[src/rtl/grader_pkg.sv]
`timescale 1ns/1ps
package grader_pkg;
  localparam int unsigned OPT_N = 4;
  typedef logic [OPT_N-1:0] opt_t;
endpackage

[src/rtl/track_filter.sv]
`timescale 1ns/1ps
module track_filter #(
  parameter int unsigned FILT_N = 4,
  localparam int unsigned FC_W = (FILT_N > 1) ? $clog2(FILT_N) : 1
) (
  input  logic clk_i,
  input  logic rst_ni,
  input  logic track_i,
  output logic adv_o
);
  logic s1_q, s2_q, filt_q, adv_q;
  logic [FC_W-1:0] cnt_q;
  logic flip;

  assign flip = (s2_q != filt_q) && (cnt_q == FC_W'(FILT_N - 1));

  always_ff @(posedge clk_i or negedge rst_ni) begin
    if (!rst_ni) begin
      s1_q   <= 1'b0;
      s2_q   <= 1'b0;
      filt_q <= 1'b0;
      cnt_q  <= '0;
      adv_q  <= 1'b0;
    end else begin
      s1_q  <= track_i;
      s2_q  <= s1_q;
      adv_q <= flip && filt_q;  // shaded -> gap
      if (s2_q == filt_q) begin
        cnt_q <= '0;
      end else if (flip) begin
        filt_q <= s2_q;
        cnt_q  <= '0;
      end else begin
        cnt_q <= cnt_q + 1'b1;
      end
    end
  end

  assign adv_o = adv_q;
endmodule

[src/rtl/key_store.sv]
`timescale 1ns/1ps
module key_store import grader_pkg::*; #(
  parameter int unsigned NUM_Q = 10,
  parameter int unsigned IDX_W = $clog2(NUM_Q),
  parameter int unsigned CNT_W = $clog2(NUM_Q + 1)
) (
  input  logic             clk_i,
  input  logic             rst_ni,
  input  logic             we_i,
  input  logic [IDX_W-1:0] widx_i,
  input  opt_t             wdata_i,
  input  logic [CNT_W-1:0] ridx_i,
  output opt_t             rdata_o
);
  opt_t key_q [NUM_Q];

  for (genvar i = 0; i < NUM_Q; i++) begin : g_entry
    always_ff @(posedge clk_i or negedge rst_ni) begin
      if (!rst_ni)                           key_q[i] <= '0;
      else if (we_i && widx_i == IDX_W'(i))  key_q[i] <= wdata_i;
    end
  end

  // one selector per option bit
  for (genvar j = 0; j < OPT_N; j++) begin : g_sel
    always_comb begin
      rdata_o[j] = 1'b0;
      for (int i = 0; i < NUM_Q; i++) begin
        rdata_o[j] = rdata_o[j] | ((ridx_i == CNT_W'(i)) & key_q[i][j]);
      end
    end
  end
endmodule

[src/rtl/grade_tally.sv]
`timescale 1ns/1ps
module grade_tally import grader_pkg::*; #(
  parameter int unsigned CNT_W = 4
) (
  input  logic             clk_i,
  input  logic             rst_ni,
  input  logic             adv_i,
  input  opt_t             opt_i,
  input  opt_t             key_i,
  input  logic [CNT_W-1:0] limit_i,
  output logic [CNT_W-1:0] idx_o,
  output logic [CNT_W-1:0] correct_o,
  output logic [CNT_W-1:0] wrong_o,
  output logic [CNT_W-1:0] score_o,
  output logic             done_o
);
  logic [CNT_W-1:0] idx_q, cor_q, wrg_q, idx_nx;
  logic done_q, hit;

  assign hit    = (opt_i == key_i);
  assign idx_nx = idx_q + 1'b1;

  always_ff @(posedge clk_i or negedge rst_ni) begin
    if (!rst_ni) begin
      idx_q  <= '0;
      cor_q  <= '0;
      wrg_q  <= '0;
      done_q <= 1'b0;
    end else if (adv_i && !done_q) begin
      idx_q <= idx_nx;
      if (hit) cor_q <= cor_q + 1'b1;
      else     wrg_q <= wrg_q + 1'b1;
      if (idx_nx >= limit_i) done_q <= 1'b1;
    end
  end

  assign idx_o     = idx_q;
  assign correct_o = cor_q;
  assign wrong_o   = wrg_q;
  assign done_o    = done_q;
  assign score_o   = (cor_q >= wrg_q) ? (cor_q - wrg_q) : '0;
endmodule

[src/rtl/bcd_split.sv]
`timescale 1ns/1ps
module bcd_split #(
  parameter int unsigned W = 4
) (
  input  logic [W-1:0] bin_i,
  output logic [3:0]   tens_o,
  output logic [3:0]   units_o
);
  logic [W+7:0] sh;

  // shift-and-add-3, values up to 99
  always_comb begin
    sh = {8'b0, bin_i};
    for (int i = 0; i < W; i++) begin
      if (sh[W+3:W]   >= 4'd5) sh[W+3:W]   = sh[W+3:W]   + 4'd3;
      if (sh[W+7:W+4] >= 4'd5) sh[W+7:W+4] = sh[W+7:W+4] + 4'd3;
      sh = sh << 1;
    end
  end

  assign tens_o  = sh[W+7:W+4];
  assign units_o = sh[W+3:W];
endmodule

[src/rtl/sheet_grader.sv]
`timescale 1ns/1ps
module sheet_grader import grader_pkg::*; #(
  parameter int unsigned NUM_Q  = 10,
  parameter int unsigned FILT_N = 4,
  parameter int unsigned IDX_W  = $clog2(NUM_Q),
  parameter int unsigned CNT_W  = $clog2(NUM_Q + 1)
) (
  input  logic             clk_i,
  input  logic             rst_ni,
  input  logic             key_we_i,
  input  logic [IDX_W-1:0] key_idx_i,
  input  logic [3:0]       key_data_i,
  input  logic [CNT_W-1:0] q_limit_i,
  input  logic [3:0]       opt_i,
  input  logic             track_i,
  output logic [CNT_W-1:0] q_idx_o,
  output logic [CNT_W-1:0] correct_o,
  output logic [CNT_W-1:0] wrong_o,
  output logic [CNT_W-1:0] score_o,
  output logic [3:0]       corr_tens_o,
  output logic [3:0]       corr_units_o,
  output logic [3:0]       score_tens_o,
  output logic [3:0]       score_units_o,
  output logic             done_o
);
  logic adv;
  opt_t key_sel;
  logic [CNT_W-1:0] eff_limit;

  assign eff_limit = (q_limit_i == '0 || q_limit_i > CNT_W'(NUM_Q)) ? CNT_W'(NUM_Q) : q_limit_i;

  track_filter #(.FILT_N(FILT_N)) u_trk (
    .clk_i, .rst_ni, .track_i, .adv_o(adv)
  );

  key_store #(.NUM_Q(NUM_Q), .IDX_W(IDX_W), .CNT_W(CNT_W)) u_key (
    .clk_i, .rst_ni,
    .we_i(key_we_i), .widx_i(key_idx_i), .wdata_i(key_data_i),
    .ridx_i(q_idx_o), .rdata_o(key_sel)
  );

  grade_tally #(.CNT_W(CNT_W)) u_tly (
    .clk_i, .rst_ni,
    .adv_i(adv), .opt_i(opt_i), .key_i(key_sel), .limit_i(eff_limit),
    .idx_o(q_idx_o), .correct_o(correct_o), .wrong_o(wrong_o),
    .score_o(score_o), .done_o(done_o)
  );

  bcd_split #(.W(CNT_W)) u_bcd_c (.bin_i(correct_o), .tens_o(corr_tens_o), .units_o(corr_units_o));
  bcd_split #(.W(CNT_W)) u_bcd_s (.bin_i(score_o), .tens_o(score_tens_o), .units_o(score_units_o));
endmodule

[config.mk]
export PLATFORM = sky130hd
export DESIGN_NAME = sheet_grader
export DESIGN_NICKNAME = d
export VERILOG_FILES = /design/src/rtl/grader_pkg.sv /design/src/rtl/track_filter.sv /design/src/rtl/key_store.sv /design/src/rtl/grade_tally.sv /design/src/rtl/bcd_split.sv /design/src/rtl/sheet_grader.sv
export SDC_FILE = /design/constraint.sdc
export NUM_CORES = 1
export LEC_CHECK = 0
export BUFFER_PORTS_ARGS = -buffer_cell sky130_fd_sc_hd__buf_4
export CAP_MARGIN = 20
export CORE_AREA = 2 2 80 82
export DETAILED_ROUTE_END_ITERATION = 7
export DIE_AREA = 0 0 82 84
export GPL_TIMING_DRIVEN = 0
export PLACE_DENSITY = 0.8
export SLEW_MARGIN = 20
export SYNTH_ARGS = -nofsm -noshare
export SYNTH_HDL_FRONTEND = slang
export SYNTH_SLANG_ARGS = --single-unit
export TNS_END_PERCENT = 5
[constraint.sdc]
create_clock -name clk_i -period 3.3 [get_ports clk_i]
set_clock_uncertainty 0.05 [all_clocks]
set_input_delay 0.165 -clock clk_i [delete_from_list [all_inputs] [get_ports clk_i]]
set_output_delay 0.165 -clock clk_i [all_outputs]
set_load 0.05 [all_outputs]
==> results.md <==
- The number of enable-type register cells in the synthesized netlist is 0.
- The critical path data arrival time is 3.09 ns.
- For this run, the total global-route usage over all layers was measured as 0.228.
- The clock tree synthesis step divided the H-tree into 3 levels.
- The average vias per placed instance is 5.63.
- The clock passes through at most 2 buffers.
- Ranked by total cell area, the synthesized netlist is headed by sky130_fd_sc_hd__dfrtp_1 44%, sky130_fd_sc_hd__mux2_2 14%, sky130_fd_sc_hd__ha_1 8.2%, sky130_fd_sc_hd__xnor2_1 3.9%, sky130_fd_sc_hd__buf_4 2.2%.
- The number of top-level pins is 53.
- The power per unit of standard cell area is 765 nW/µm².
- The maximum fanout along the worst path is 5.
- The post-detailed-route DRC marker count is 0.
- The count of unique library cells instantiated by Yosys is 50.
- The most frequent standard cell in the layout excluding fill and tap cells is sky130_fd_sc_hd__buf_4.
- Before antenna repair, the detailed router went through 4 iterations.
- The minimum setup slack in the final design is -0.00318 ns.
- The maximum operating frequency is slightly above 300 MHz.
- Max-cap violations in this run came to 0.
- The smallest hold slack is between 0.2 and 0.25 ns.
- The total number of yosys warnings is 0.
- The y dimension of the die is 84 µm.
- The post-synth design cell area is 3370 µm².
- For this run, the register share of the synthesized area comes to 0.438.
- The required time of the critical path is ~3 ns.
- The logic gate share of total power is 0.435.
- The smallest clock period supported by the final layout is computed as 3.30 ns.
- The final wirelength is 7.43 mm.
- The count of clock tree sinks is 59.
- The peak supply drop is 0.619 mV.
- The first global-routing pass estimated between 10 and 15 mm of wire.
- The count of mapped cells out of synthesis is 301.
- The total CTS buffers is 9.
- The repair_antennas step left the layout with diodes totalling 0.
- The total congestion overflow is 0.
- The post-detailed-placement half-perimeter wirelength is 5.22 mm.
- The count of endpoints failing hold in the final timing report is 0.
- The total number of nets in the final design is a little over 400.
- From left edge to right edge, the die measures 82 µm.
- For this configuration, the core starts out at a cell density of 0.554.
- The run finished, with violations left.
- The sequential share of power is 0.312.
- The switching part of the total is 0.387.
- The number of max-slew violations in the final report is 0.
- In this run the core area contains 29 standard-cell rows.
- After synthesis, the share of flip-flops with an asynchronous set or reset is 1.00.
- Dividing the final minimum period by the clock period gives 1.00.
- The worst pin sits at a relative slew slack of 0.501.
- The type of the setup path with the least slack is flip-flop to primary output.
- In the final routed layout, each cell accounts on average for approximately 17 µm.
- The tree is rooted in a sky130_fd_sc_hd__clkbuf_8.
- The ratio of cells with drive above 1 in the final layout is 0.403.
- The internal power consumption is about 2 mW.
- The kind of capture point of the worst setup path is a primary output.
- For this design the total switching power over the nets is 1.27 mW.
- Across all layers, the routed design uses between 2000 and 3000 vias.
- The slew of the pin with the lowest slew margin is about 0.75 ns.
- After clock tree synthesis, the clock-pin slew on the worst setup and hold paths is 0.07 ns.
- The layout filler cell count is 436.
- The final number of setup-violating endpoints is 1.
- The TritonCTS clock tree is yes.
- The most common flop cell mapped by yosys is sky130_fd_sc_hd__dfrtp_1.
- The placeable core region is 6100 µm².
- Compared with the post-synthesis result, the final layout area differs by 26.6%.
- The die covers 6890 µm².
- The average size of a mapped cell is 11.2 µm².
- The checks that failed: setup timing.
- The number of global-route vias before repair is 2463.
- The end-of-flow core utilization is 0.701.
- The dominant cell type by area after synthesis is sky130_fd_sc_hd__dfrtp_1.
- Setup repair after global routing could not meet its margin everywhere.
- The top cell types in the final layout, fill and taps aside, are 57 x sky130_fd_sc_hd__buf_4, 55 x sky130_fd_sc_hd__dfrtp_1, 41 x sky130_fd_sc_hd__mux2_2, 18 x sky130_fd_sc_hd__ha_1, 14 x sky130_fd_sc_hd__xnor2_1.
- The clock reaches the later pin of the worst-skew pair after 0.35 ns.
- The number of buffers added on ports is 42.
- The maximum number of pins on one net before global-route repair is 60.
- The count of nets left with antenna violations once routing finished came out at 0.
- The relative contribution of the clock network to total power is 0.253.
- The worst slack after detailed placement is -0.0910 ns.
- For this block, the initial DRC count from the detailed router was 122.
- At the end of routability-driven placement, the weighted congestion stood at 0.873.
- The post-synthesis sequential element count is 59.
- The path class of the tightest hold or removal check is input port to flip-flop.
- The initial antenna violation count is 0.
- The share of synthesized area in the top cell type comes to 0.438.
- STA classifies the critical path startpoint as a flip-flop.
- The static leakage is between 1.5 and 2 nW.
[final timing paths]
path	cells after the start	slack, ns	start	to
min	3	0.23	key_data_i[3]	u_key.key_q[19]
max	13	-0.003	u_tly.correct_o[0]	score_units_o[2]
max in group asynchronous	2	2.28	rst_ni	u_tly.wrong_o[0]
min in group asynchronous	2	0.38	rst_ni	u_tly.correct_o[2]
max reg2reg	11	0.21	u_tly.idx_o[1]	u_tly.correct_o[1]
min reg2reg	0	0.32	u_trk.s1_q	u_trk.s2_q
[flip-flops by register name, indices dropped and copies added (netlist names)]
signal,cells
u_trk.adv_o,1
u_tly.correct_o,4
u_trk.s1_q,1
u_trk.filt_q,1
u_tly.idx_o,4
u_trk.cnt_q,2
u_key.key_q,40
u_trk.s2_q,1
u_tly.wrong_o,4
u_tly.done_o,1
[power groups by stage]
stage	Clock, mW	Combinational (mW)	Sequential [mW]
2_1_floorplan	0	0.890	1.09
3_3_place_gp	0	1.27	1.01
3_5_place_dp	0	1.30	1.02
4_1_cts	0.828	1.35	1.01
5_1_grt	0.861	1.52	1.04
6_report	0.825	1.42	1.02
[area by class of cell]
cell class / instances / area [µm²] / share of cell area
inverter: 17 / 67.6 / 0.0158
sequential: 59 / 1480 / 0.347
multi-input combinational: 210 / 1860 / 0.436
buffer: 20 / 131 / 0.0308
timing repair buffer: 50 / 384 / 0.0899
clock inverter: 6 / 113 / 0.0264
clock buffer: 10 / 138 / 0.0322
tap: 77 / 96.3 / 0.0226
[metrics by stage]
step           cells  instance area, µm²  TNS (ns)  total power, mW
2_1_floorplan    306                3480    -0.197             1.98
4_1_cts          446                4210         0             3.19
3_3_place_gp     425                3890   -0.0314             2.28
5_1_grt          449                4270   -0.0970             3.42
3_5_place_dp     425                3890    -0.181             2.33
6_report         449                4270  -0.00318             3.27
[cells in the mapped netlist (all sizes together), types with 2 or more instances]
cell type,n
nand3b,6
a22oi,5
nand2b,9
o211ai,3
mux2i,6
a221oi,4
mux2,42
dfrtp,59
xor2,4
nor4,2
nor3,3
nor2,15
xnor2,15
nor3b,3
nand4b,3
o21ai,8
buf,17
nand3,7
o22ai,4
nand2,10
o22a,2
clkbuf,3
nor2b,4
a21oi,9
a21o,4
ha,22
inv,17
[what timing repair did]
item / 4_1_cts / 5_1_grt
hold buffers: 2 / 0
setup buffers: 3 / 3
endpoints found under the setup margin: 5 / 6
endpoints found under the hold margin: 60 / 0
resized for setup: 8 / 9
pin swaps: 2 / 7
[kinds of logic (layout without fill, tap and decap cells)]
family,count (synthesis),in the layout,share of synthesized area
DFF,59,59,0.438
and+or+nand+nor,68,68,0.112
other,1,6,0.00111
adders and majority gates,23,23,0.0875
xor gates and xnor gates,19,19,0.0493
buffers and inverters,37,103,0.0575
AOI/OAI and AO/OA,46,46,0.0975
muxes,48,48,0.158
[worst max-delay path, stage by stage, from the launching register on]
cell	delay (ns)
sky130_fd_sc_hd__dfrtp_2	0.44
sky130_fd_sc_hd__inv_2	0.09
sky130_fd_sc_hd__ha_4	0.12
sky130_fd_sc_hd__inv_2	0.04
sky130_fd_sc_hd__fa_2	0.36
sky130_fd_sc_hd__a21o_1	0.16
sky130_fd_sc_hd__a21o_1	0.18
sky130_fd_sc_hd__a21oi_4	0.17
sky130_fd_sc_hd__nand2b_4	0.18
sky130_fd_sc_hd__clkinvlp_4	0.15
sky130_fd_sc_hd__ha_4	0.20
sky130_fd_sc_hd__a21oi_4	0.22
sky130_fd_sc_hd__mux2i_4	0.27
sky130_fd_sc_hd__buf_6	0.18
[layer usage]
| layer | GRT usage | up-vias | share of wire |
|---|---|---|---|
| met4 | 0.0970 | 0 | 0.023 |
| li1 | - | 1182 | - |
| met2 | 0.353 | 78 | 0.47 |
| met3 | 0.0357 | 18 | 0.057 |
| met5 | 0 | - | 0 |
| met1 | 0.316 | 1250 | 0.45 |
Note: power is estimated with default switching activity, not from simulation.
